<file path="config.mk">
export PLATFORM = sky130hd
export DESIGN_NAME = fbg_baud_gen
export DESIGN_NICKNAME = d
export VERILOG_FILES = /design/src/rtl/fbg_pkg.sv /design/src/rtl/fbg_regs.sv /design/src/rtl/fbg_frac_acc.sv /design/src/rtl/fbg_period_cnt.sv /design/src/rtl/fbg_baud_gen.sv
export SDC_FILE = /design/constraint.sdc
export NUM_CORES = 1
export LEC_CHECK = 0
export ABC_AREA = 1
export CAP_MARGIN = 20
export CORE_ASPECT_RATIO = 0.7
export CORE_MARGIN = 2
export CORE_UTILIZATION = 49
export DETAILED_ROUTE_END_ITERATION = 6
export PLACE_DENSITY = 0.76
export SLEW_MARGIN = 20
export SYNTH_ARGS = -nofsm -noshare
export SYNTH_HDL_FRONTEND = slang
export SYNTH_SLANG_ARGS = --single-unit
</file>
<file path="constraint.sdc">
create_clock -name clk -period 1.9 [get_ports clk]
set_input_delay 0.38 -clock clk [delete_from_list [all_inputs] [get_ports clk]]
set_output_delay 0.38 -clock clk [all_outputs]
set_load 0.02 [all_outputs]
</file>
<file path="src/rtl/fbg_pkg.sv">
package fbg_pkg;

    localparam int DIV_INT_W  = 16;
    localparam int DIV_FRAC_W = 6;
    localparam int LINE_W     = 8;
    localparam int WDATA_W    = 16;
    localparam int SEL_W      = 2;

    typedef enum logic [SEL_W-1:0] {
        SEL_INT  = 2'd0,
        SEL_FRAC = 2'd1,
        SEL_LINE = 2'd2,
        SEL_CTRL = 2'd3
    } fbg_sel_e;

    typedef struct packed {
        logic [DIV_INT_W-1:0]  ip;
        logic [DIV_FRAC_W-1:0] fp;
    } fbg_div_t;

    // Value the period counter holds in the last cycle of a period.
    function automatic logic [DIV_INT_W:0] fbg_last_count(
        input logic [DIV_INT_W-1:0] ip,
        input logic                 ext
    );
        return {1'b0, ip} - {{DIV_INT_W{1'b0}}, 1'b1} + {{DIV_INT_W{1'b0}}, ext};
    endfunction

endpackage

</file>
<file path="src/rtl/fbg_regs.sv">
module fbg_regs
    import fbg_pkg::*;
(
    input  logic                clk,
    input  logic                rst,
    input  logic                wr_en,
    input  fbg_sel_e            wr_sel,
    input  logic [WDATA_W-1:0]  wr_data,
    input  logic                busy,
    output fbg_div_t            active,
    output logic [LINE_W-1:0]   line_ctrl,
    output logic                enable
);

    fbg_div_t staged;
    logic     locked;

    assign locked = enable | busy;

    always_ff @(posedge clk) begin
        if (rst) begin
            staged    <= '0;
            active    <= '0;
            line_ctrl <= '0;
            enable    <= 1'b0;
        end else if (wr_en) begin
            unique case (wr_sel)
                SEL_CTRL: enable <= wr_data[0];
                SEL_INT:  if (!locked) staged.ip <= wr_data[DIV_INT_W-1:0];
                SEL_FRAC: if (!locked) staged.fp <= wr_data[DIV_FRAC_W-1:0];
                SEL_LINE: if (!locked) begin
                    line_ctrl <= wr_data[LINE_W-1:0];
                    active    <= staged;
                end
                default: ;
            endcase
        end
    end

    // the live divisor moves only on a line control write
    a_r2_hold_until_line: assert property (@(posedge clk) disable iff (rst)
        !(wr_en && wr_sel == SEL_LINE) |=> $stable(active));

    // locked writes leave live state untouched
    a_r3_locked_write: assert property (@(posedge clk) disable iff (rst)
        (wr_en && wr_sel != SEL_CTRL && locked) |=> ($stable(active) && $stable(line_ctrl)));

endmodule

</file>
<file path="src/rtl/fbg_frac_acc.sv">
module fbg_frac_acc
    import fbg_pkg::*;
(
    input  logic                  clk,
    input  logic                  rst,
    input  logic                  run,
    input  logic                  tick,
    input  logic [DIV_FRAC_W-1:0] frac,
    output logic [DIV_FRAC_W-1:0] acc,
    output logic                  extend
);

    logic [DIV_FRAC_W:0] sum;

    assign sum = {1'b0, acc} + {1'b0, frac};

    always_ff @(posedge clk) begin
        if (rst || !run) begin
            acc    <= '0;
            extend <= 1'b0;
        end else if (tick) begin
            acc    <= sum[DIV_FRAC_W-1:0];
            extend <= sum[DIV_FRAC_W];
        end
    end

    // an extended period only starts at a strobe
    a_r7_extend_at_tick: assert property (@(posedge clk) disable iff (rst)
        $rose(extend) |-> $past(tick));

endmodule

</file>
<file path="src/rtl/fbg_period_cnt.sv">
module fbg_period_cnt
    import fbg_pkg::*;
(
    input  logic                 clk,
    input  logic                 rst,
    input  logic                 run,
    input  logic [DIV_INT_W-1:0] div_int,
    input  logic                 extend,
    output logic [DIV_INT_W-1:0] cnt,
    output logic                 tick
);

    assign tick = run && ({1'b0, cnt} == fbg_last_count(div_int, extend));

    always_ff @(posedge clk) begin
        if (rst || !run) begin
            cnt <= '0;
        end else if (tick) begin
            cnt <= '0;
        end else begin
            cnt <= cnt + 1'b1;
        end
    end

    // the count never passes the longest period
    a_r7_cnt_bound: assert property (@(posedge clk) disable iff (rst)
        run |-> (cnt <= div_int));

    // strobe is a single cycle when periods exceed one clock
    a_r5_one_wide: assert property (@(posedge clk) disable iff (rst)
        (tick && div_int >= 2) |=> !tick);

endmodule

</file>
<file path="src/rtl/fbg_baud_gen.sv">
module fbg_baud_gen
    import fbg_pkg::*;
(
    input  logic                  clk,
    input  logic                  rst,
    input  logic                  wr_en,
    input  logic [SEL_W-1:0]      wr_sel,
    input  logic [WDATA_W-1:0]    wr_data,
    input  logic                  tx_busy_i,
    output logic                  tick_o,
    output logic                  busy_o,
    output logic                  enable_o,
    output logic [DIV_INT_W-1:0]  div_int_o,
    output logic [DIV_FRAC_W-1:0] div_frac_o,
    output logic [LINE_W-1:0]     line_ctrl_o
);

    fbg_div_t              live;
    logic                  run;
    logic                  extend;
    logic                  tick;
    logic [DIV_FRAC_W-1:0] acc;
    logic [DIV_INT_W-1:0]  cnt;

    fbg_regs u_regs (
        .clk       (clk),
        .rst       (rst),
        .wr_en     (wr_en),
        .wr_sel    (fbg_sel_e'(wr_sel)),
        .wr_data   (wr_data),
        .busy      (tx_busy_i),
        .active    (live),
        .line_ctrl (line_ctrl_o),
        .enable    (enable_o)
    );

    assign run = enable_o && (live.ip != '0);

    fbg_period_cnt u_cnt (
        .clk     (clk),
        .rst     (rst),
        .run     (run),
        .div_int (live.ip),
        .extend  (extend),
        .cnt     (cnt),
        .tick    (tick)
    );

    fbg_frac_acc u_acc (
        .clk    (clk),
        .rst    (rst),
        .run    (run),
        .tick   (tick),
        .frac   (live.fp),
        .acc    (acc),
        .extend (extend)
    );

    assign tick_o     = tick;
    assign busy_o     = tx_busy_i;
    assign div_int_o  = live.ip;
    assign div_frac_o = live.fp;

    // a stopped generator has cleared its counter and accumulator
    a_r9_cleared_when_idle: assert property (@(posedge clk) disable iff (rst)
        !run |=> (!run -> (cnt == '0 && acc == '0 && !extend)));

    // live divisor is frozen while enabled
    a_r3_frozen_enabled: assert property (@(posedge clk) disable iff (rst)
        (enable_o && $past(enable_o)) |-> ($stable(div_int_o) && $stable(div_frac_o)));

endmodule

</file>
==> flow_summary.rst, run 1 <==
.. list-table::
   :header-rows: 1

   * - Metric
     - Value
   * - Predominant post-synthesis flop cell
     - sky130_fd_sc_hd__dfxtp_1
   * - Initial detailed-routing violation count
     - 256
   * - Count leader, synth
     - sky130_fd_sc_hd__nand2_1
   * - Number of global-route vias before repair
     - 3,974
   * - Worst r2r src
     - u_regs.active[6]
   * - Clock tree from TritonCTS
     - done
   * - Endpoints failing hold
     - 0
   * - Violated checks
     - setup timing
   * - Area of all placed cells without fillers
     - 5650 um2
   * - Drt pass-1 iters
     - 5
   * - Worst setup margin
     - -559 ps
   * - Leak
     - 2.55 nW
   * - Family with the most delay on the worst path
     - simple AND/OR/NAND/NOR gates
   * - Area growth from synthesis to final layout
     - 44.4%
   * - Top-area cell type share of the netlist area
     - 0.389
   * - Post-synthesis share of cell area spent on xor and xnor gates
     - 0.0598
   * - Placed cell count
     - 776
   * - Worst setup path start
     - u_regs.active[6]
   * - Max incr delay on CP
     - 350 ps
   * - Post-detailed-route via-to-cell ratio
     - 5.01
   * - Worst clock skew
     - 4.00 ps
   * - Clock edge transition at the registers on the reported setup and hold paths
     - 60 ps
   * - Kind of start point of the critical path
     - flop
   * - Total core area
     - 7800 um2
   * - Post-detailed-route DRC marker count
     - 0
   * - Clock Path Buffers
     - 2
   * - Transition time at the pin with the least slew margin
     - 438 ps
   * - Wire length of the first global-routing pass
     - 18,600 um
   * - Fraction of final layout cells with drive strength greater than 1
     - 0.217
   * - Endpoint class of the critical path
     - primary output
   * - Number of instances in the synthesized netlist
     - 562
   * - Internal power
     - 2.88 mW
   * - Crit path depth
     - 12
   * - Shortest period the worst path allows
     - 2460 ps
   * - Met2 WL post-DR
     - 5260 um
   * - IO Port Bufs
     - 54
   * - Count of clock tree sinks
     - 76
   * - Adder-cell share of the synthesized area
     - 0.0339
   * - Area share of and/or/nand/nor cells after synthesis
     - 0.307
   * - Final period util
     - 1.29
   * - Worst-case reg-to-reg path depth
     - 18
   * - Distinct cell type count after synthesis
     - 30
   * - Worst-case headroom to the max-slew limit
     - 0.708
   * - Number of synthesized flops with an enable pin
     - 0
   * - Num CTS Buffers
     - 9
   * - Die height
     - 78.8 um
   * - Placer's final routability congestion estimate
     - 0.984
   * - Worst skew pair latency
     - 340 ps
   * - Syn nets
     - 594
   * - Routed metal-1 wire length
     - 5360 um
   * - Hold-fix buffer count after cts
     - 0
   * - Mapped cell area
     - 3910 um2
   * - Critical Path Most Common Cell
     - sky130_fd_sc_hd__nand3_1
   * - Library cell used as clock root buffer
     - sky130_fd_sc_hd__clkbuf_16
   * - Routed Wire Length
     - 11,300 um
   * - Register share of total power
     - 0.420
   * - Maximum fanout count along the critical path
     - 3
   * - Largest area contributor in the netlist
     - sky130_fd_sc_hd__dfxtp_1
   * - Proportion of synthesized chip area in sequential cells
     - 0.389
   * - Area fraction in compound gates after synthesis
     - 0.118
   * - RSZ-0062 raised after global routing
     - yes
   * - Data arrival, critical path
     - 2080 ps
   * - Max-slew violation total from the final report
     - 0
   * - Number of antenna violations at the first check in global routing
     - 0
   * - Dominant cells by area after synthesis
     - sky130_fd_sc_hd__dfxtp_1 (39%), sky130_fd_sc_hd__nand2_1 (13%), sky130_fd_sc_hd__nor2_1 (9.3%)
   * - Worst supply voltage drop on vdd
     - 0.000800 V
   * - Outcome
     - finished with violations
   * - Combinational family with the most area after synthesis
     - simple AND/OR/NAND/NOR gates
   * - Starting density of the core
     - 0.501
   * - Max Used Layer
     - met4
   * - Hold Worst Slack
     - 394 ps
   * - Number of rows created at floorplan
     - 27
   * - Mean instance size in the synthesized netlist
     - 6.96 um2
   * - Net Switching
     - 1.05 mW
   * - Post-DP Area
     - 5150 um2
   * - End of the worst register-to-register path
     - u_acc.acc[4]
   * - Final std cells w/o fill
     - 802
   * - Met3 routed WL
     - 534 um
   * - Residual antenna-violating net count after detailed routing
     - 0
   * - Total global routing overflow
     - 0
   * - Die outline width
     - 111 um
   * - Layout net count
     - 728
   * - Combinational share of power
     - 0.165
   * - Peak clock frequency supported by timing
     - 0.407 GHz
   * - Mux share of post-synthesis cell area
     - 0
   * - Share of total power consumed by net switching
     - 0.267
   * - Maximum Capacitance Violations
     - 0
   * - Kind of path behind the tightest hold check
     - in -> reg
   * - Async set-reset flop share out of synthesis
     - 0
   * - IO Count
     - 55
   * - Number of synthesis warnings
     - 0
   * - Cell-by-cell trace of the critical path
     - inv_4 > ha_4 > ha_4 > xnor2_1 > nor2_1 > nand3_1 > nor2_2 > nand3_1 > nor2_1 > nand3_1 > inv_2 > buf_6
   * - Vias post-DR
     - 4,022
   * - All-layer global routing usage
     - 0.268
   * - #FFs+latches synth
     - 76
   * - Clock Power Share
     - 0.416
   * - Count of buffer and inverter cells on the critical path
     - 3
   * - Post-Place Worst Slack
     - -707 ps
   * - Finish-stage setup viols
     - 24
   * - PwrDens
     - 695 nW/um2
   * - Overall die area
     - 8730 um2
   * - Number of levels the H-tree was split into
     - 3
   * - Average wire per standard cell
     - 14.0 um
   * - Largest net degree at the start of global routing
     - 42
   * - Antenna diode count
     - 0
   * - Internal reg-to-reg setup slack
     - -370 ps
   * - Slowest CP cell
     - sky130_fd_sc_hd__dfxtp_4
   * - DP Wirelength
     - 7880 um
   * - Kind of critical path
     - reg -> out
   * - Data required, critical path
     - 1520 ps
   * - Endpoint of the worst setup timing path
     - tick_o
   * - Top cell types by occurrence after synthesis
     - sky130_fd_sc_hd__nand2_1 (132), sky130_fd_sc_hd__nor2_1 (97), sky130_fd_sc_hd__dfxtp_1 (76)
-- power by group through the flow --
stage	clock, mW	sequential (mW)	combinational, mW
global placement	0	1.68	0.576
CTS	1.65	1.65	0.616
detailed placement	0	1.68	0.587
global route	1.72	1.65	0.712
finish	1.63	1.65	0.647
floorplan	0	1.70	0.303
-- registers in the layout, summed over array words and instances (netlist names) --
register and cells:
u_regs.enable 1, u_cnt.cnt 16, u_regs.line_ctrl 8, u_acc.acc 6, u_regs.active 22, u_acc.extend 1, u_regs.staged 22
-- area by class of cell --
class                           instances  area [um2]
Fill cell                             606        2150
Clock inverter                          5        35.0
Tap cell                              101         126
Inverter                               74         280
Clock buffer                           11         253
Timing Repair Buffer                  141        1260
Sequential cell                        76        1530
Multi-Input combinational cell        394        2160
-- stage by stage --
stage / total power, mW / utilization / TNS, ps
4_1_cts: 3.91 / 0.714 / -5460
3_5_place_dp: 2.27 / 0.659 / -5350
3_3_place_gp: 2.26 / 0.659 / -3240
6_report: 3.93 / 0.724 / -6590
5_1_grt: 4.08 / 0.724 / -9250
2_1_floorplan: 2.00 / - / -42.2
-- worst min path at each step --
stage                                    from             endpoint  slack, ps  cells past startpoint
after global routing                      rst    u_regs.active[21]        430                      2
after global placement       u_regs.staged[6]     u_regs.active[6]        440                      2
after floorplan              u_regs.staged[6]     u_regs.active[6]        430                      2
final                                     rst     u_regs.active[3]        390                      2
after detailed placement  u_regs.line_ctrl[0]  u_regs.line_ctrl[0]        450                      2
after CTS                                 rst     u_regs.active[3]        390                      2
-- routing by layer --
metal / GRT usage / up-vias
met2: 0.449 / 80
met4: 0.0625 / 0
met5: 0 / -
met3: 0.0733 / 12
met1: 0.350 / 1868
li1: - / 2062
-- layout by cell type (no fill, tap or decap), drive strengths merged --
cell type,netlist,layout
a211oi,32,32
a21oi,32,32
buf,5,89
clkbuf,13,11
clkdlybuf4s50,0,46
clkinv,0,3
clkinvlp,0,1
dfxtp,76,76
dlygate4sd2,0,3
dlymetal6s2s,0,3
fa,1,1
ha,9,9
inv,74,75
nand2,137,137
nand3,26,26
nand3b,5,5
nand4,8,8
nor2,104,104
nor3,3,3
o21ai,10,10
o21bai,1,1
or2,1,1
xnor2,9,9
xor2,15,15
xor3,1,1
-- logic make-up after synthesis --
group | after synthesis
buf+inv | 92
flops | 76
fa+ha+maj | 10
compound gates | 75
simple gates | 284
xor+xnor | 25
-- what timing repair did --
action                                  CTS  global route
hold endpoints to repair                  0             0
gates resized for setup                  34            15
endpoints found under the setup margin   30            26
pin swaps                                14            13
gates cloned                              2             0
buffers inserted                          9             3
No activity file was read; power rests on OpenSTA's default activity.
==> inputs of run 2 (changes only) <==
--- a/config.mk
+++ b/config.mk
@@ -9,9 +9,10 @@
 export CAP_MARGIN = 20
 export CORE_ASPECT_RATIO = 0.7
 export CORE_MARGIN = 2
-export CORE_UTILIZATION = 49
+export CORE_UTILIZATION = 55
 export DETAILED_ROUTE_END_ITERATION = 6
-export PLACE_DENSITY = 0.76
+export HOLD_SLACK_MARGIN = 0.15
+export PLACE_DENSITY = 0.8
 export SLEW_MARGIN = 20
 export SYNTH_ARGS = -nofsm -noshare
 export SYNTH_HDL_FRONTEND = slang
==> constraint.sdc (replaced) <==
create_clock -name clk -period 2.7 [get_ports clk]
set_input_delay 0.54 -clock clk [delete_from_list [all_inputs] [get_ports clk]]
set_output_delay 0.54 -clock clk [all_outputs]
set_load 0.01 [all_outputs]
==> flow_summary.rst, run 2 (same netlist as run 1, synthesis figures left out) <==
.. list-table::
   :header-rows: 1

   * - Metric
     - Value
   * - Final period util
     - 0.983
   * - Layout net count
     - 660 (-9.3%)
   * - Count of clock tree sinks
     - 76 (unchanged)
   * - Slowest CP cell
     - sky130_fd_sc_hd__dfxtp_2
   * - Placed cell count
     - 709 (-8.6%)
   * - Average wire per standard cell
     - 14.1 um (+0.25%)
   * - Count of buffer and inverter cells on the critical path
     - 3 (unchanged)
   * - Area growth from synthesis to final layout
     - 24.1%
   * - Critical Path Most Common Cell
     - sky130_fd_sc_hd__nand3_1
   * - Placer's final routability congestion estimate
     - 0.885 (-10%)
   * - RSZ-0062 raised after global routing
     - yes
   * - Largest net degree at the start of global routing
     - 54 (+29%)
   * - Fraction of final layout cells with drive strength greater than 1
     - 0.104 (-0.112)
   * - All-layer global routing usage
     - 0.266 (-0.00223)
   * - Die outline width
     - 105 um (-5.4%)
   * - Total global routing overflow
     - 0 (unchanged)
   * - Drt pass-1 iters
     - 5 (unchanged)
   * - Internal power
     - 1.64 mW (-43%)
   * - Kind of path behind the tightest hold check
     - reg -> reg
   * - Residual antenna-violating net count after detailed routing
     - 0 (unchanged)
   * - Clock Power Share
     - 0.343 (-0.073)
   * - Overall die area
     - 7820 um2 (-10%)
   * - Clock Path Buffers
     - 2 (unchanged)
   * - Num CTS Buffers
     - 9 (unchanged)
   * - Leak
     - 2.04 nW (-20%)
   * - Net Switching
     - 673 uW (-36%)
   * - Maximum fanout count along the critical path
     - 2 (-1)
   * - Number of levels the H-tree was split into
     - 3 (unchanged)
   * - Routed Wire Length
     - 10,200 um (-9.3%)
   * - Hold-fix buffer count after cts
     - 0 (unchanged)
   * - IO Count
     - 55 (unchanged)
   * - Most common cell after layout, fill and taps aside
     - sky130_fd_sc_hd__nand2_1
   * - Maximum Capacitance Violations
     - 0 (unchanged)
   * - Kind of start point of the critical path
     - flop
   * - Commonest cells after routing, fill and taps aside
     - sky130_fd_sc_hd__nand2_1 (130), sky130_fd_sc_hd__nor2_1 (93), sky130_fd_sc_hd__dfxtp_1 (73)
   * - Max incr delay on CP
     - 340 ps (about the same)
   * - Combinational share of power
     - 0.156 (-0.009)
   * - Worst skew pair latency
     - 350 ps (about the same)
   * - Post-detailed-route via-to-cell ratio
     - 5.27 (+5.1%)
   * - Final std cells w/o fill
     - 726 (-9.5%)
   * - Starting density of the core
     - 0.574 (+0.0724)
   * - Cell-by-cell trace of the critical path
     - inv_2 > ha_4 > ha_4 > xnor2_1 > nor2_1 > nand3_1 > nor2_2 > nand3_1 > nor2_1 > nand3_1 > inv_1 > buf_2
   * - Worst clock skew
     - 9.72 ps (+5.72 ps)
   * - Register share of total power
     - 0.501 (+0.081)
   * - Kind of critical path
     - reg -> out
   * - Post-detailed-route DRC marker count
     - 0 (unchanged)
   * - Total core area
     - 6820 um2 (-13%)
   * - IO Port Bufs
     - 54 (unchanged)
   * - Data required, critical path
     - 2160 ps (+640 ps)
   * - Clock edge transition at the registers on the reported setup and hold paths
     - 90 ps (+30 ps)
   * - Vias post-DR
     - 3,827 (-4.8%)
   * - Clock tree from TritonCTS
     - done
   * - Die height
     - 74.6 um (-5.3%)
   * - Layout filler cell count
     - 590 (-2.6%)
   * - Endpoint class of the critical path
     - primary output
   * - Transition time at the pin with the least slew margin
     - 529 ps (+90.8 ps)
   * - Initial detailed-routing violation count
     - 269 (+5.1%)
   * - Data arrival, critical path
     - 2110 ps (+30 ps)
   * - Finish-stage setup viols
     - 0 (-100%)
   * - Family with the most delay on the worst path
     - simple AND/OR/NAND/NOR gates
   * - Share of total power consumed by net switching
     - 0.290 (+0.0233)
   * - Outcome
     - finished, final reports clean
   * - Peak clock frequency supported by timing
     - 0.377 GHz
   * - Shortest period the worst path allows
     - 2650 ps
   * - Worst supply voltage drop on vdd
     - 0.000355 V (-56%)
   * - Library cell used as clock root buffer
     - sky130_fd_sc_hd__clkbuf_8
   * - Number of antenna violations at the first check in global routing
     - 0 (unchanged)
   * - Total design power
     - 2.32 mW (-41%)
   * - Max-slew violation total from the final report
     - 0 (unchanged)
   * - Endpoints failing hold
     - 0 (unchanged)
   * - Number of global-route vias before repair
     - 3,481 (-12%)
   * - Antenna diode count
     - 0 (unchanged)
   * - Number of rows created at floorplan
     - 25 (-7.4%)
   * - Largest registers
     - u_regs.active (22), u_regs.staged (22), u_cnt.cnt (16)
   * - Wire length of the first global-routing pass
     - 16,400 um (-12%)
   * - Worst-case headroom to the max-slew limit
     - 0.647 (-0.0605)
   * - DP Wirelength
     - 7410 um (-6.1%)
   * - PwrDens
     - 477 nW/um2 (-31%)
==> run 2: changes by cell type in the layout (fill, tap and decap cells not counted), moves of 4 or more <==
cell,previous run,this run
sky130_fd_sc_hd__buf_4,80,18
sky130_fd_sc_hd__clkbuf_16,9,0
sky130_fd_sc_hd__clkbuf_8,2,10
sky130_fd_sc_hd__clkdlybuf4s50_1,46,52
sky130_fd_sc_hd__nor2_1,88,93
sky130_fd_sc_hd__buf_6,4,0
sky130_fd_sc_hd__nand2_1,126,130
==> run 2: power by group through the flow <==
stage               Sequential [mW]  Clock (mW)  Combinational (mW)
detailed placement             1.19           0               0.335
floorplan                      1.19           0               0.209
global route                   1.16       0.850               0.394
CTS                            1.16       0.814               0.341
global placement               1.19           0               0.326
finish                         1.16       0.795               0.361
==> run 2: path summary, 6_finish.rpt <==
| path | startpoint | end | slack, ps | cells past startpoint |
|---|---|---|---|---|
| min | u_regs.staged[6] | u_regs.active[6] | 470 | 2 |
| max | u_regs.active[6] | tick_o | 50 | 12 |
| max reg2reg | u_regs.active[6] | u_cnt.cnt[3] | 390 | 13 |
| min reg2reg | u_regs.staged[6] | u_regs.active[6] | 470 | 2 |
==> run 2: final cells by class <==
class	count	area, um2	share of cell area
clock buffers	10	138	0.0284
clock inverters	5	37.5	0.00773
inverters	74	278	0.0572
multi-input cells	395	2090	0.431
flip-flops and latches	76	1530	0.314
well taps	94	118	0.0242
repair buffers	72	666	0.137
==> run 2: repair_timing <==
item	in CTS	in global routing
gates resized for setup	13	8
pin swaps	6	6
setup buffers	0	1
gates cloned	0	1
endpoints found under the hold margin	0	0
endpoints found under the setup margin	1	1
==> run 2: worst min-delay path: stages, from the launching register on <==
cell	delay [ps]
sky130_fd_sc_hd__dfxtp_1	310
sky130_fd_sc_hd__inv_1	70
sky130_fd_sc_hd__a211oi_1	70
==> run 2: layer usage <==
| layer | vias to the layer above | wire (um) | track usage |
|---|---|---|---|
| li1 | 1923 | - | - |
| met1 | 1730 | 4750 | 0.365 |
| met2 | 155 | 4540 | 0.420 |
| met3 | 19 | 779 | 0.0640 |
| met4 | 0 | 154 | 0.0874 |
| met5 | - | 0 | 0 |
==> run 2: per-stage QoR <==
stage | cell area, um2 | setup TNS, ps | worst slack, ps | hold slack (ps) | util
finish | 4850 | 0 | 46.2 | 467 | 0.712
global route | 4850 | -58.7 | -58.7 | 487 | 0.712
floorplan | 3910 | 0 | 420 | 440 | -
global placement | 4620 | -29.8 | -29.8 | 449 | 0.677
detailed placement | 4620 | -150 | -150 | 454 | 0.677
CTS | 4820 | 0 | 66.2 | 466 | 0.707
